--- config.mk ---
export PLATFORM = sky130hd
export DESIGN_NAME = ulfa_top
export DESIGN_NICKNAME = d
export VERILOG_FILES = /design/src/rtl/ulfa_pkg.sv /design/src/rtl/ulfa_rst_sync.sv /design/src/rtl/ulfa_capture.sv /design/src/rtl/ulfa_mapper.sv /design/src/rtl/ulfa_top.sv
export SDC_FILE = /design/constraint.sdc
export NUM_CORES = 1
export LEC_CHECK = 0
export BUFFER_PORTS_ARGS = -buffer_cell sky130_fd_sc_hd__buf_2
export CORE_AREA = 2 2 159 161
export CTS_CLUSTER_SIZE = 25
export DETAILED_ROUTE_END_ITERATION = 12
export DIE_AREA = 0 0 161 163
export PLACE_DENSITY = 0.86
export SETUP_SLACK_MARGIN = 0.05
export SLEW_MARGIN = 0
export SYNTH_ARGS = -nofsm -noshare
export SYNTH_HDL_FRONTEND = slang
export SYNTH_SLANG_ARGS = --single-unit
--- constraint.sdc ---
create_clock -name clk -period 11.4 [get_ports clk]
set_input_delay 2.28 -clock clk [delete_from_list [all_inputs] [get_ports clk]]
set_output_delay 2.28 -clock clk [all_outputs]
set_load 0.1 [all_outputs]
--- src/rtl/ulfa_pkg.sv ---
package ulfa_pkg;
  localparam int FRAME_W  = 120;
  localparam int HDR_W    = 4;
  localparam int CTL_W    = 2;
  localparam int CHK_W    = 32;
  localparam int SLICE_W  = 20;
  localparam int NARROW_W = 16;
  localparam int NUM_GRP  = 7;
  localparam int MAIN_GRP = 5;
  localparam int HALF_W   = SLICE_W / 2;
  localparam int SLICES_W = NUM_GRP * SLICE_W;
  localparam int NARROW_BASE = CHK_W;
  localparam int HDR_LSB  = FRAME_W - HDR_W;
  localparam int IC_LSB   = HDR_LSB - CTL_W;
  localparam int EC_LSB   = IC_LSB - CTL_W;
  localparam int HALF_LSB = MAIN_GRP * SLICE_W;

  typedef enum logic [1:0] {
    UL_PROT = 2'b00,
    UL_WIDE = 2'b01,
    UL_LINE = 2'b10,
    UL_RSVD = 2'b11
  } ul_mode_e;

  typedef struct packed {
    ul_mode_e              mode;
    logic [HDR_W-1:0]      hdr;
    logic [CTL_W-1:0]      ic;
    logic [CTL_W-1:0]      ec;
    logic [SLICES_W-1:0]   slices;
    logic [CHK_W-1:0]      check;
  } ul_stage_t;
endpackage

--- src/rtl/ulfa_rst_sync.sv ---
module ulfa_rst_sync #(
  parameter int STAGES = 2
) (
  input  logic clk,
  input  logic rst_n,
  output logic rst_sync_n
);
  logic [STAGES-1:0] sync_q;

  always_ff @(posedge clk or negedge rst_n) begin
    if (!rst_n) sync_q <= '0;
    else        sync_q <= {sync_q[STAGES-2:0], 1'b1};
  end

  assign rst_sync_n = sync_q[STAGES-1];
endmodule

--- src/rtl/ulfa_capture.sv ---
module ulfa_capture
  import ulfa_pkg::*;
(
  input  logic                 clk,
  input  logic                 rst_n,
  input  logic                 tick,
  input  logic [1:0]           mode_in,
  input  logic [HDR_W-1:0]     hdr_in,
  input  logic [CTL_W-1:0]     ic_in,
  input  logic [CTL_W-1:0]     ec_in,
  input  logic [SLICES_W-1:0]  slices_in,
  input  logic [CHK_W-1:0]     check_in,
  output ul_stage_t            stage,
  output logic                 stage_full
);
  ul_stage_t stage_d;
  logic      full_d;

  always_comb begin
    stage_d = stage;
    full_d  = stage_full;
    if (tick) begin
      stage_d.mode   = ul_mode_e'(mode_in);
      stage_d.hdr    = hdr_in;
      stage_d.ic     = ic_in;
      stage_d.ec     = ec_in;
      stage_d.slices = slices_in;
      stage_d.check  = check_in;
      full_d         = 1'b1;
    end
  end

  always_ff @(posedge clk or negedge rst_n) begin
    if (!rst_n) begin
      stage      <= '0;
      stage_full <= 1'b0;
    end else begin
      stage      <= stage_d;
      stage_full <= full_d;
    end
  end

  // every tick leaves a frame waiting in the stage
  a_r2_capture_fills: assert property (@(posedge clk) disable iff (!rst_n)
    tick |=> stage_full);
endmodule

--- src/rtl/ulfa_mapper.sv ---
module ulfa_mapper
  import ulfa_pkg::*;
(
  input  ul_stage_t             stage,
  output logic [FRAME_W-1:0]    frame
);
  logic [MAIN_GRP*NARROW_W-1:0] narrow_fld;
  logic [MAIN_GRP*SLICE_W-1:0]  coded_fld;

  for (genvar g = 0; g < MAIN_GRP; g++) begin : g_lane
    assign narrow_fld[g*NARROW_W +: NARROW_W] = stage.slices[g*SLICE_W +: NARROW_W];
    assign coded_fld[g*SLICE_W +: SLICE_W]    = stage.slices[g*SLICE_W +: SLICE_W];
  end

  always_comb begin
    frame = '0;
    frame[HDR_LSB +: HDR_W] = stage.hdr;
    frame[IC_LSB +: CTL_W]  = stage.ic;
    unique case (stage.mode)
      UL_LINE: begin
        frame[0 +: MAIN_GRP*SLICE_W] = coded_fld;
        frame[HALF_LSB +: HALF_W]    = stage.slices[MAIN_GRP*SLICE_W +: HALF_W];
      end
      UL_WIDE: begin
        frame[EC_LSB +: CTL_W] = stage.ec;
        frame[NARROW_BASE +: MAIN_GRP*NARROW_W] = narrow_fld;
        frame[0 +: NARROW_W]        = stage.slices[5*SLICE_W +: NARROW_W];
        frame[NARROW_W +: NARROW_W] = stage.slices[6*SLICE_W +: NARROW_W];
      end
      default: begin
        frame[EC_LSB +: CTL_W] = stage.ec;
        frame[NARROW_BASE +: MAIN_GRP*NARROW_W] = narrow_fld;
        frame[0 +: CHK_W] = stage.check;
      end
    endcase
  end
endmodule

--- src/rtl/ulfa_top.sv ---
module ulfa_top
  import ulfa_pkg::*;
(
  input  logic                 clk,
  input  logic                 rst_n,
  input  logic                 frame_tick,
  input  logic [1:0]           mode_sel,
  input  logic [HDR_W-1:0]     header_cfg,
  input  logic [CTL_W-1:0]     ic_bits,
  input  logic [CTL_W-1:0]     ec_bits,
  input  logic [SLICES_W-1:0]  grp_slices,
  input  logic [CHK_W-1:0]     check_bits,
  output logic [FRAME_W-1:0]   frame_out,
  output logic                 frame_valid
);
  logic                rst_sync_n;
  ul_stage_t           stage;
  logic                stage_full;
  logic [FRAME_W-1:0]  mapped;
  logic [FRAME_W-1:0]  frame_d;
  logic                valid_d;

  ulfa_rst_sync #(.STAGES(2)) rst_i (
    .clk(clk), .rst_n(rst_n), .rst_sync_n(rst_sync_n)
  );

  ulfa_capture cap_i (
    .clk(clk), .rst_n(rst_sync_n), .tick(frame_tick), .mode_in(mode_sel),
    .hdr_in(header_cfg), .ic_in(ic_bits), .ec_in(ec_bits),
    .slices_in(grp_slices), .check_in(check_bits),
    .stage(stage), .stage_full(stage_full)
  );

  ulfa_mapper map_i (.stage(stage), .frame(mapped));

  always_comb begin
    frame_d = frame_out;
    valid_d = 1'b0;
    if (frame_tick && stage_full) begin
      frame_d = mapped;
      valid_d = 1'b1;
    end
  end

  always_ff @(posedge clk or negedge rst_sync_n) begin
    if (!rst_sync_n) begin
      frame_out   <= '0;
      frame_valid <= 1'b0;
    end else begin
      frame_out   <= frame_d;
      frame_valid <= valid_d;
    end
  end

  a_r2_hold_between_ticks: assert property (@(posedge clk) disable iff (!rst_sync_n)
    !frame_tick |=> $stable(frame_out));

  a_r2_valid_follows_tick: assert property (@(posedge clk) disable iff (!rst_sync_n)
    frame_valid |-> $past(frame_tick));

  a_r3_no_valid_when_empty: assert property (@(posedge clk) disable iff (!rst_sync_n)
    frame_tick && !stage_full |=> !frame_valid && $stable(frame_out));

  a_r4_header_place: assert property (@(posedge clk) disable iff (!rst_sync_n)
    frame_tick && stage_full |=> frame_out[HDR_LSB +: HDR_W] == $past(stage.hdr));

  a_r5_check_field: assert property (@(posedge clk) disable iff (!rst_sync_n)
    frame_tick && stage_full && stage.mode == UL_PROT |=>
      frame_out[CHK_W-1:0] == $past(stage.check));

  a_r7_line_top_zero: assert property (@(posedge clk) disable iff (!rst_sync_n)
    frame_tick && stage_full && stage.mode == UL_LINE |=>
      frame_out[IC_LSB-1:HALF_LSB+HALF_W] == '0);
endmodule

# --- Yosys cells after proc, flatten, opt, wreduce, memory -nomap -nowiden ---
# Index checks and enable logic that the tools add are counted.
# W data, S select, Z words.
word_totals:
  romBits: 0
  latch_bits: 0
  mem_count: 0
  out_inout_bits: 121
  elab_cells: 16
  ram_bits: 0
  reg_bits: 302
classes:
  div_mod_pow: 0
  reduce_logical: 1
  n_bitwise: 0
  n_mux: 3
  magnitude_cmp: 0
  addsub: 0
  shifts: 0
  mul: 0
  eq_ne: 2
op_table:
  columns: ["cell", "count"]
  rows:
  - ["$pmux W110 S2", 1]
  - ["$mux W4", 1]
  - ["$eq A2 B1 Y1 const B", 1]
  - ["$eq A2 B2 Y1 const B", 1]
  - ["$logic_and A1 B1 Y1", 1]
  - ["$mux W1", 1]

# --- Logic depth before layout (Yosys ltp) ---
# Gate-level depths: netlist (run 1).
depth:
  word_depth: 2
  ltp_mapped: 7

# --- Cells and area by module ---
# Synthesis (run 1) repeated with hierarchy kept, for this count alone.
hier_totals:
  hier_cells: 868
  area_unflattened_um2: 13359.1
modules_own_cells:
  columns: ["mod", "seq_area_each_um2", "area_each_um2", "instances", "cells_per_inst"]
  rows:
  - ["ulfa_capture", 4579.4, 6854.1, 1, 386]
  - ["ulfa_top", 3027.9, 4948.5, 1, 256]
  - ["ulfa_mapper", 0.0, 1502.7, 1, 223]
  - ["ulfa_rst_sync", 50.0, 53.8, 1, 3]

# --- Worst setup path before layout (run 1) ---
# Ideal clock, no wire load.
synth_path:
  kind: "flip-flop to output port"
  start: "reg frame_out[100]"
  end: "out frame_out[100]"
  arrival_time_ns: 0.898
  path_slack_ns: 8.222
  required_time_ns: 9.120
  stages_incl_launch_ff: 1
  path_cell_list: "dfrtp_1"
synth_lines:
  columns: ["element", "line", "text"]
  rows:
  - ["start, declared", "ulfa_top.sv:13", "output logic [FRAME_W-1:0] frame_out,"]
  - ["start signal, assigned", "ulfa_top.sv:50", "frame_out <= frame_d;"]
# No word-level cell between the ends.

# --- Worst setup path in the final report (run 1) ---
layout_path:
  start: "in frame_tick"
  end: "reg frame_out[116]"
layout_via:
  elab_chain_cells: 1
layout_lines:
  columns: ["element", "line", "text"]
  rows:
  - ["start, declared", "ulfa_top.sv:6", "input logic frame_tick,"]
  - ["$logic_and A1 B1 Y1", "ulfa_top.sv:39", "if (frame_tick && stage_full) begin"]
# No other way between the ends.
# A chain may end at the register's enable or synchronous reset.

==> impl_metrics.ini, run 1 <==
[clocking]
clock-sinks = 298
cts_root_buffer = clkbuf_16
cts_hold_buffers = 0
clk_path_buf_depth = 3
cts_setup_buffers = 0
clkLatencyLatePin_ns = 0.55
cts_resized = 0
ctsHtreeMaxLevel = 1
cts_made_buffers = 31
path_clk_slew_ns = 0.06
tritoncts = yes

[synth]
synth_cell_type_count = 24
synth_mux_area_frac = 0.1540
synthSimpleGateAreaFrac = 0.06461
synth_compound_area_frac = 0.1644
synth.yosys.seq_area_share = 0.5730
yosys_warnings = 0
synth_nets = 1234
ys_seq_elements = 298
synthCells = 1047
syn_area_sq_um = 13010
synthAdderAreaFrac = 0.001923
syn_area_per_cell_sq_um = 12.43
synth_top_family_by_area = compound AO/OA/AOI/OAI gates
synthXorXnorAreaFrac = 0

[routing]
route.detailed.drc = 0
ant_nets = 0
drt_wl_total_um = 35030
vias = 9763
wl_per_cell_um = 21.46
viasPerCell = 5.982
drt-initial-drc-count = 996
dr.pass1.iters = 5

[floorplanning]
rows = 58
core-area_sq_um = 24670
die_area_sq_um = 26240
initial_core_util = 0.5274
pin_count = 306
die_x_um = 161
die_h_um = 163

[setup_path]
cpPeakStageDelay_ns = 0.87
start_kind = input port
crit_fanout = 115
criticalPathCategory = in2reg
path_cells = buf_8 > and2_4 > buf_4 > mux2_2
slowest_stage = and2_4
setup.worst_path.end_class = flip-flop
arrival_ns = 4.83
required_ns = 11.82

[timing]
rsz0062_at_grt = no
drv_slew = 0
whs_ns = 0.3250
setup_viol = 0
slew_headroom = 0.2635
hold_viol = 0
clock-skew-final_ns = 0.008749
layout_min_cycle_time_ns = 4.405
period_share = 0.3864
fmax_ghz = 0.2270
tns_ns = 0
worst_slew_pin_slew_ns = 1.105

[global_routing]
grt_max_degree = 191
antenna_found_initial = 2
first_global_vias = 9742
grt_pass1_wl_um = 54790
grt_usage = 0.2634
grt_overflow_total = 0

[finish]
area_growth_pct = 19.96
final_net_count = 1466
fillers = 1896
layout-drive-gt1-share = 0.4220
fin_area_sq_um = 15610

[job]
timing.max_cap.violations = 0

[place]
gp_congestion = 0.8546
postPlaceCellArea_sq_um = 14530
hpwl_um = 22600
portBuffers = 297

[power_and_ir_drop]
irDropWorstVdd_mv = 0.1444
power.density_nw_per_um2 = 218.5
cellLeakagePower_nw = 6.750

[run_status]
status = finished, final reports clean

[worst_hold_path]
hold_path.class = reg2async
state kept, by name, summed over array words and instances, names as in the netlist:
register and count:
cap_i.stage 174, frame_valid 1, frame_out 120, cap_i.stage_full 1, rst_i.sync_q 2
final cells by class:
cell class	instances	area (sq um)	area share
flip-flops and latches	298	7465	0.4782
multi-input cells	635	5041	0.3229
repair buffers	307	1584	0.1015
clock buffers	43	890.9	0.05707
well taps	330	412.9	0.02645
clock inverters	12	192.7	0.01234
inverters	6	22.52	0.001443
diodes	1	2.502	0.0001603
placed cells by master, fill, tap and decap left out:
master / count
a21boi_0: 32
a21oi_1: 78
a221o_1: 32
a31o_1: 24
a31o_2: 8
a31oi_1: 78
and2_4: 1
buf_12: 1
buf_2: 296
buf_4: 9
buf_8: 1
bufinv_16: 5
clkbuf_1: 5
clkbuf_16: 31
clkbuf_8: 7
clkinv_2: 4
clkinvlp_4: 3
conb_1: 1
dfrtp_1: 296
dfrtp_4: 2
diode_2: 1
ha_4: 2
inv_1: 6
mux2_2: 178
nand2_1: 2
nand2b_1: 32
nand3b_1: 78
nand4b_1: 4
o21ai_0: 83
o21ai_1: 1
or2_2: 1
stage by stage:
step | std cells | total power [mW] | setup slack, ns | utilization
after floorplan | 1047 | 2.144 | 2.480 | -
after global placement | 1576 | 2.335 | 6.521 | 0.5887
after detailed placement | 1576 | 2.359 | 6.492 | 0.5887
after CTS | 1631 | 3.427 | 7.061 | 0.6326
after global routing | 1632 | 3.532 | 6.908 | 0.6327
final | 1632 | 3.410 | 6.995 | 0.6327
worst max-delay path, delay by kind of cell:
kind | cells | cell delay (ns)
buffers and inverters | 2 | 1.17
muxes | 1 | 0.40
and+or+nand+nor | 1 | 0.87
Yosys cell counts (all sizes together):
library cell  count  area, sq um
conb              1        3.750
nand3b           78        585.6
nand2             2        7.510
mux2            178         2004
nand2b           32        200.2
or2               1        6.260
a21boi           32        240.2
and2              1        6.260
a221o            32        320.3
o21ai            84        420.4
a21oi            78        390.4
dfrtp           298         7457
a31oi            78        488.0
nand4b            4        35.03
clkbuf           52        195.2
inv               6        22.52
buf              56        325.3
ha                2        25.02
a31o             32        280.3
worst paths after layout:
| check | start | end | slack (ns) | cells past startpoint |
|---|---|---|---|---|
| min in group clk | rst_i.sync_q[0]$_DFF_PN0_ | rst_i.sync_q[1]$_DFF_PN0_ | 0.35 | 0 |
| min | rst_i.sync_q[1]$_DFF_PN0_ | cap_i.stage[0]$_DFFE_PN0P_ | 0.33 | 0 |
| max | frame_tick | frame_out[116]$_DFFE_PN0P_ | 6.99 | 4 |
| min reg2reg | rst_i.sync_q[1]$_DFF_PN0_ | cap_i.stage[0]$_DFFE_PN0P_ | 0.33 | 0 |
| max in group asynchronous | rst_i.sync_q[1]$_DFF_PN0_ | cap_i.stage_full$_DFFE_PN0P_ | 9.56 | 1 |
| max reg2reg | cap_i.stage[180]$_DFFE_PN0P_ | frame_out[105]$_DFFE_PN0P_ | 8.21 | 6 |
kinds of logic (layout without fill, tap and decap cells):
group / count (synthesis) / in the layout
DFF: 298 / 298
adders and majority gates: 2 / 2
other: 1 / 2
muxes: 178 / 178
and+or+nand+nor: 118 / 118
AOI/OAI and AO/OA: 336 / 336
buffers and inverters: 114 / 368
power breakdown:
| group | switching, mW | leakage, nW | internal, mW | total, mW |
|---|---|---|---|---|
| Clock | 0.411 | 0.525 | 0.654 | 1.06 |
| Sequential | 0.0904 | 3.50 | 1.20 | 1.29 |
| Combinational | 0.819 | 2.73 | 0.239 | 1.06 |
| Total | 1.32 | 6.75 | 2.09 | 3.41 |
routing by layer:
layer	vias up	routed length, um	GRT usage	share of wire
li1	4349	-	-	-
met1	4892	14890	0.3763	0.42
met2	450	16410	0.4114	0.47
met3	70	2693	0.05169	0.077
met4	2	1028	0.07955	0.029
met5	-	7	0	0.00020
(Power assumes the default switching activity.)
==> run 2: changes to the inputs <==
--- a/config.mk
+++ b/config.mk
@@ -6,11 +6,11 @@
 export NUM_CORES = 1
 export LEC_CHECK = 0
 export BUFFER_PORTS_ARGS = -buffer_cell sky130_fd_sc_hd__buf_2
-export CORE_AREA = 2 2 159 161
+export CORE_AREA = 2 2 166 168
 export CTS_CLUSTER_SIZE = 25
 export DETAILED_ROUTE_END_ITERATION = 12
-export DIE_AREA = 0 0 161 163
-export PLACE_DENSITY = 0.86
+export DIE_AREA = 0 0 168 170
+export PLACE_DENSITY = 0.83
 export SETUP_SLACK_MARGIN = 0.05
 export SLEW_MARGIN = 0
 export SYNTH_ARGS = -nofsm -noshare
==> constraint.sdc (replaced) <==
create_clock -name clk -period 3.7 [get_ports clk]
set_input_delay 0.74 -clock clk [delete_from_list [all_inputs] [get_ports clk]]
set_output_delay 0.74 -clock clk [all_outputs]
set_load 0.1 [all_outputs]
==> run 2 against run 1 <==
Compared with the run above:
- clock-buffer cell count up 7
- design area grew 1.1%
- core utilization decreased by 4.0 points
- wire length up 2.1%
- critical endpoint is now frame_out[32]$_DFFE_PN0P_
- highest routed layer is now met4
==> impl_metrics.ini, run 2 (synthesized netlist as in run 1, its figures left out) <==
[run_status]
status = finished, final reports clean

[routing]
viasPerCell = 5.885
dr.pass1.iters = 5
drt_wl_total_um = 35760
wl_met2_um = 16540
vias = 9746
wl_per_cell_um = 21.60
met1Wirelength_um = 15750
drt-initial-drc-count = 1012
route.detailed.drc = 0
wl_met3_um = 2531
top_layer_used = met4
ant_nets = 0

[power_and_ir_drop]
cellLeakagePower_nw = 6.837
intPower_mw = 6.449
power.density_nw_per_um2 = 669.9
irDropWorstVdd_mv = 0.4602
sw_frac_of_total = 0.3902
power_frac_comb = 0.311
p_sw_mw = 4.128
p_clk_frac = 0.314
p_seq_frac = 0.375

[clocking]
clk_path_buf_depth = 3
cts_made_buffers = 34
clkLatencyLatePin_ns = 0.51
cts_hold_buffers = 1
cts_resized = 0
ctsHtreeMaxLevel = 2
path_clk_slew_ns = 0.06
cts_root_buffer = clkbuf_16
tritoncts = yes
cts_setup_buffers = 0
clock-sinks = 298

[job]
timing.max_cap.violations = 0

[floorplanning]
die_area_sq_um = 28560
core-area_sq_um = 26650
initial_core_util = 0.4883
rows = 60
die_h_um = 170
die_x_um = 168
pin_count = 306

[timing]
period_share = 0.5951
tns_ns = 0
setup_viol = 0
drv_slew = 0
fmax_ghz = 0.4542
layout_min_cycle_time_ns = 2.202
clock-skew-final_ns = 0.01701
rsz0062_at_grt = no
worst_slew_pin_slew_ns = 1.085
hold_viol = 0
slew_headroom = 0.2766

[setup_path]
cp_top_family = adder cells
path_cells = inv_1 > ha_4 > buf_12 > nand3b_1 > a31oi_1
regToRegSetupSlack_ns = 1.50
cpPeakStageDelay_ns = 0.76
reg2reg_depth = 5
r2r-start = cap_i.stage[180]$_DFFE_PN0P_
required_ns = 4.05
setup.worst_path.end_class = flip-flop
path_depth = 5
arrival_ns = 2.56
rr_endpoint = frame_out[32]$_DFFE_PN0P_
slowest_stage = ha_4
start_kind = flip-flop
criticalPathCategory = reg2reg
crit_fanout = 80
cp.buffers_inverters = 2

[global_routing]
grt_pass1_wl_um = 55250
grt_max_degree = 143
grt_overflow_total = 0
antenna_found_initial = 2
grt_usage = 0.2473
first_global_vias = 9457

[finish]
final_cells = 1656
top_register = cap_i.stage
final_cell_mix = dfrtp_1, buf_2, mux2_2
final_net_count = 1476
area_growth_pct = 21.33
largest_reg_flops = 174
layout-drive-gt1-share = 0.4265
largestRegisters = cap_i.stage x174, frame_out x120, rst_i.sync_q x2

[place]
hpwl_um = 23270
portBuffers = 297
post-place-cells = 1593
gp_congestion = 0.8167

[worst_hold_path]
hold_path.class = reg2async
-- run 2: cell types whose count changed in the layout (fill, tap and decap cells not counted) --
cell / delta
bufinv_16: -4
inv_6: +1
clkbuf_8: +3
dlygate4sd3_1: +1
clkinv_2: +2
clkbuf_16: +4
buf_12: +6
diode_2: +1
clkinvlp_4: -1
-- run 2: area by class of cell --
class,count,area (sq um)
tap,341,426.7
clock buffer,50,1032
multi-input combinational,635,5041
clock inverter,10,83.83
timing repair buffer,314,1714
inverter,6,22.52
fill,2128,10860
antenna,2,5.005
sequential,298,7465
-- run 2: how the worst max path moves through the flow --
stage	slack (ns)	end	startpoint
after detailed placement	1.24	frame_out[58]$_DFFE_PN0P_	frame_tick
final	1.50	frame_out[32]$_DFFE_PN0P_	cap_i.stage[180]$_DFFE_PN0P_
after CTS	1.53	frame_out[33]$_DFFE_PN0P_	cap_i.stage[180]$_DFFE_PN0P_
after floorplan	0.73	cap_i.stage[0]$_DFFE_PN0P_	rst_i.sync_q[1]$_DFF_PN0_
after global routing	1.36	frame_out[60]$_DFFE_PN0P_	cap_i.stage[180]$_DFFE_PN0P_
after global placement	1.28	frame_out[41]$_DFFE_PN0P_	frame_tick
-- run 2: per-stage QoR --
step / power, mW / setup slack (ns) / utilization / cell area [sq um] / hold slack [ns]
after floorplan: 6.603 / 0.7333 / - / 13020 / 0.3312
after global placement: 7.240 / 1.284 / 0.5500 / 14660 / 0.2037
after detailed placement: 7.307 / 1.238 / 0.5500 / 14660 / 0.2146
after CTS: 10.64 / 1.530 / 0.5923 / 15790 / 0.2126
after global routing: 10.96 / 1.356 / 0.5925 / 15790 / 0.2293
final: 10.58 / 1.498 / 0.5925 / 15790 / 0.2044
-- run 2: worst reg2reg max path: cells and delay by family, from the launching register on --
| kind | cells | cell delay [ns] |
|---|---|---|
| AND/OR/NAND/NOR | 1 | 0.27 |
| flip-flops | 1 | 0.40 |
| buffers and inverters | 2 | 0.52 |
| AO/OA/AOI/OAI | 1 | 0.11 |
| adder cells (fa/ha/maj) | 1 | 0.76 |
-- run 2: power groups by stage --
stage / registers [mW] / clock network [mW] / logic, mW
2_1_floorplan: 5.73 / 0 / 0.875
3_3_place_gp: 3.99 / 0 / 3.25
3_5_place_dp: 4.02 / 0 / 3.29
4_1_cts: 3.97 / 3.37 / 3.30
5_1_grt: 4.02 / 3.51 / 3.43
6_report: 3.97 / 3.32 / 3.28
-- run 2: per-layer routing --
metal	track usage	up-vias
met5	0	-
met4	0.06957	0
met3	0.04767	61
met2	0.3809	422
met1	0.3595	4885
li1	-	4378
